`src/rtl/rst_entry_ctrl.sv`:
```
module rst_entry_ctrl #(
  parameter int          AW        = 32,
  parameter int          SW        = 32,
  parameter int          CW        = 12,
  parameter logic [31:0] RESTART   = 32'hA000_0000,
  parameter logic [11:0] CAUSE_POR = 12'h000,
  parameter logic [11:0] CAUSE_MAN = 12'h020,
  parameter logic [11:0] CAUSE_DBG = 12'h000,
  parameter int          MD_BIT    = 30,
  parameter int          RB_BIT    = 29,
  parameter int          BL_BIT    = 28,
  parameter int          IM_LSB    = 4,
  parameter int          IM_W      = 4
) (
  input  logic          clk,
  input  logic          por_n,
  input  logic          man_n,
  input  logic          dbg_rst,
  output logic          vbr_ld,
  output logic [AW-1:0] vbr_value,
  output logic          sr_ld,
  output logic [SW-1:0] sr_value,
  output logic          redirect_vld,
  output logic [AW-1:0] redirect_addr,
  output logic [CW-1:0] cause,
  output logic [1:0]    status_pins
);

  localparam logic [SW-1:0] ONE     = SW'(1);
  localparam logic [SW-1:0] IM_MASK = ((ONE << IM_W) - ONE) << IM_LSB;
  localparam logic [SW-1:0] SR_INIT = (ONE << MD_BIT) | (ONE << RB_BIT) |
                                      (ONE << BL_BIT) | IM_MASK;

  logic [1:0]    por_q, man_q;
  logic          hold_q;
  logic [CW-1:0] cause_q;
  logic          por_act, man_act, active;
  logic [CW-1:0] cause_nx;

  assign por_act = ~por_q[1];
  assign man_act = ~man_q[1];
  assign active  = por_act | man_act | dbg_rst;

  always_comb begin
    if (por_act)      cause_nx = CW'(CAUSE_POR);
    else if (man_act) cause_nx = CW'(CAUSE_MAN);
    else              cause_nx = CW'(CAUSE_DBG);
  end

  always_ff @(posedge clk or negedge por_n) begin
    if (!por_n) begin
      por_q   <= 2'b00;
      man_q   <= 2'b11;
      hold_q  <= 1'b1;
      cause_q <= CW'(CAUSE_POR);
    end else begin
      por_q  <= {por_q[0], 1'b1};
      man_q  <= {man_q[0], man_n};
      hold_q <= active;
      if (active) cause_q <= cause_nx;
    end
  end

  assign vbr_ld        = active;
  assign sr_ld         = active;
  assign vbr_value     = '0;
  assign sr_value      = SR_INIT;
  assign status_pins   = {2{active}};
  assign redirect_vld  = hold_q & ~active;
  assign redirect_addr = AW'(RESTART);
  assign cause         = cause_q;

endmodule

```
`config.mk`:
```
export PLATFORM = sky130hd
export DESIGN_NAME = rst_entry_ctrl
export DESIGN_NICKNAME = d
export VERILOG_FILES = /design/src/rtl/rst_entry_ctrl.sv
export SDC_FILE = /design/constraint.sdc
export NUM_CORES = 1
export LEC_CHECK = 0
export BUFFER_PORTS_ARGS = -buffer_cell sky130_fd_sc_hd__buf_2
export CORE_ASPECT_RATIO = 0.5
export CORE_UTILIZATION = 37
export DETAILED_ROUTE_END_ITERATION = 10
export HOLD_SLACK_MARGIN = 0.03
export PLACE_DENSITY_LB_ADDON = 0.15
export SLEW_MARGIN = 20
export SYNTH_ARGS = -nofsm -noshare
export SYNTH_HDL_FRONTEND = slang
export SYNTH_SLANG_ARGS = --single-unit
```
`constraint.sdc`:
```
create_clock -name clk -period 1.9 [get_ports clk]
set_input_delay 0.095 -clock clk [delete_from_list [all_inputs] [get_ports clk]]
set_output_delay 0.095 -clock clk [all_outputs]
set_load 0.005 [all_outputs]
```
==> impl_metrics.yaml <==
floorplanning:
  fp.coreArea_um2: 2619
  die_area_um2: 3007
  start_util_pct: 39.27
  dieHeight_um: 39.28
  rows: 13
  num_io_pins: 117
  die_x_um: 76.56
clock_tree:
  clock_latency_ns: 0.22
  ctsResizeCount: 0
  h-tree-depth: 1
  cts_setup_buffers: 0
  clk_pin_slew_worst_paths_ns: 0.04
  hold_buffers: 2
  clockBufferDepth: 2
  cts_tree: "yes"
  cts_sinks: 6
  cts_made_buffers: 3
  cts_root_buffer: "clkbuf_8"
setup_path:
  arrival_ns: 1.07
  reg2regPathDepth: 1
  cp-start-kind: "register"
  critical_path_class: "register to primary output"
  crit_fanout: 6
  crit_required_ns: 1.80
  crit_path_end_kind: "primary output"
power_and_ir_drop:
  power_leakage_uw: 0.0005136
  ir_drop_uv: 343.2
  power.total_uw: 412.6
  p_per_area_nw_per_um2: 545.1
job:
  cap_viol_max_count: 0
drt:
  dr_total_vias: 400
  drt-vias-per-instance: 2.339
  ant_nets: 0
  drcViolationCount: 0
  wl_um: 742
  drt_pre_antenna_iters: 6
  drt-initial-drc-count: 6
  routedWlPerCell_um: 4.339
run_status:
  status: "completed"
final_layout:
  layout.nets: 139
  layout-drive-gt1-share_pct: 11.94
  syn_to_final_growth_pct: -26.40
  diodes: 0
  final_util_pct: 28.91
  fin_area_um2: 757.0
timing:
  finalCritPeriodShare_pct: 61.38
  finalMaxSlewViolations: 0
  fmax_mhz: 857.4
  rsz0062_at_grt: "no"
  setup_viol: 0
  hold_ws_ns: 0.1393
  tns_ns: 0
  hold_viol: 0
  layout_min_cycle_time_ns: 1.166
  clock_skew_ns: 0.001681
logic_synthesis:
  ys_seq_area_share_pct: 14.96
  ys_ff_latch: 6
  syn_inst: 123
  avgSynthCellArea_um2: 8.362
  ys_types: 9
  yosys_warnings: 0
  syn_area_um2: 1028
grt:
  grt_pass1_vias: 200
  antenna_found_initial: 0
  grt_use_total_pct: 4.144
  grt_pass1_wl_um: 848
  grt-ovfl-total: 0
  grt_max_degree: 7
placed_design:
  portBuffers: 9
  gp_congestion: 0.5683
  dp_hpwl_um: 659.7
  placed_area_um2: 691.9
min_path:
  hp-class: "input pin to register"
  hold_depth: 2
[critical path, stage by stage (launching register included)]
cell and delay, ns:
dfstp_2 0.54, nand3b_4 0.10, nor2_1 0.09, buf_2 0.11
[sequential cells by signal (all words and copies together) (netlist names)]
register	flops
man_q	2
cause	1
por_q	2
hold_q	1
[area by class of cell]
| class | instances | area (um2) |
|---|---|---|
| clock buffer | 4 | 45.04 |
| fill | 292 | 1862 |
| inverter | 1 | 3.754 |
| multi-input combinational | 112 | 442.9 |
| sequential | 6 | 153.9 |
| tap | 37 | 46.29 |
| timing repair buffer | 11 | 65.06 |
[layer usage]
metal	part of all wire (%)	wire length (um)	global-route usage, %
met5	0	0	0
met4	0	0	5.769
met3	18	134	2.558
met2	53	391	6.532
met1	29	215	3.444
[synth_stat cells]
| library cell | n | area [um2] |
|---|---|---|
| nand3b_4 | 1 | 20.02 |
| a21boi_1 | 1 | 7.510 |
| conb_1 | 2 | 7.510 |
| dfrtp_1 | 3 | 75.07 |
| dfstp_2 | 3 | 78.83 |
| buf_4 | 110 | 825.8 |
| nand2b_1 | 1 | 6.260 |
| inv_1 | 1 | 3.750 |
| nor2_1 | 1 | 3.750 |
[per-stage QoR]
stage | setup WS [ns] | std cells
after floorplan | 1.036 | 229
after global placement | 0.9563 | 165
after detailed placement | 0.9649 | 165
after CTS | 0.7226 | 171
after global routing | 0.6770 | 171
final | 0.7337 | 171
[cells by family (layout without fill, tap and decap cells)]
group                  after synthesis  count (layout)  synth area share (%)
AO/OA/AOI/OAI                        1               1                0.7302
buffers and inverters              111              16                 80.66
flip-flops                           6               6                 14.96
other                                2             108                0.7302
AND/OR/NAND/NOR                      3               3                 2.920
[layout by cell type (no fill, tap or decap), drive strengths merged]
cell / netlist / layout
dlygate4sd3: 0 / 2
inv: 1 / 1
nand3b: 1 / 1
dfrtp: 3 / 3
buf: 110 / 9
a21boi: 1 / 1
nand2b: 1 / 1
nor2: 1 / 1
clkbuf: 0 / 4
conb: 2 / 108
dfstp: 3 / 3
[where the power goes]
group          internal, uW  leakage (uW)  total [uW]  switching, uW
Combinational          11.6      0.000423        69.8           58.2
Sequential              137     0.0000676         141           3.72
Clock                   145     0.0000228         202           57.3
Total                   293      0.000514         413            119
[worst paths after layout]
kind	start	end	slack, ns
max	man_q[1]	redirect_vld	0.73
min	dbg_rst	hold_q	0.14
max reg2reg	man_q[1]	hold_q	1.17
min reg2reg	por_q[0]	por_q[1]	0.35
max in group asynchronous	por_n	hold_q	1.46
min in group asynchronous	por_n	cause[5]	0.22
(Power assumes the default switching activity.)
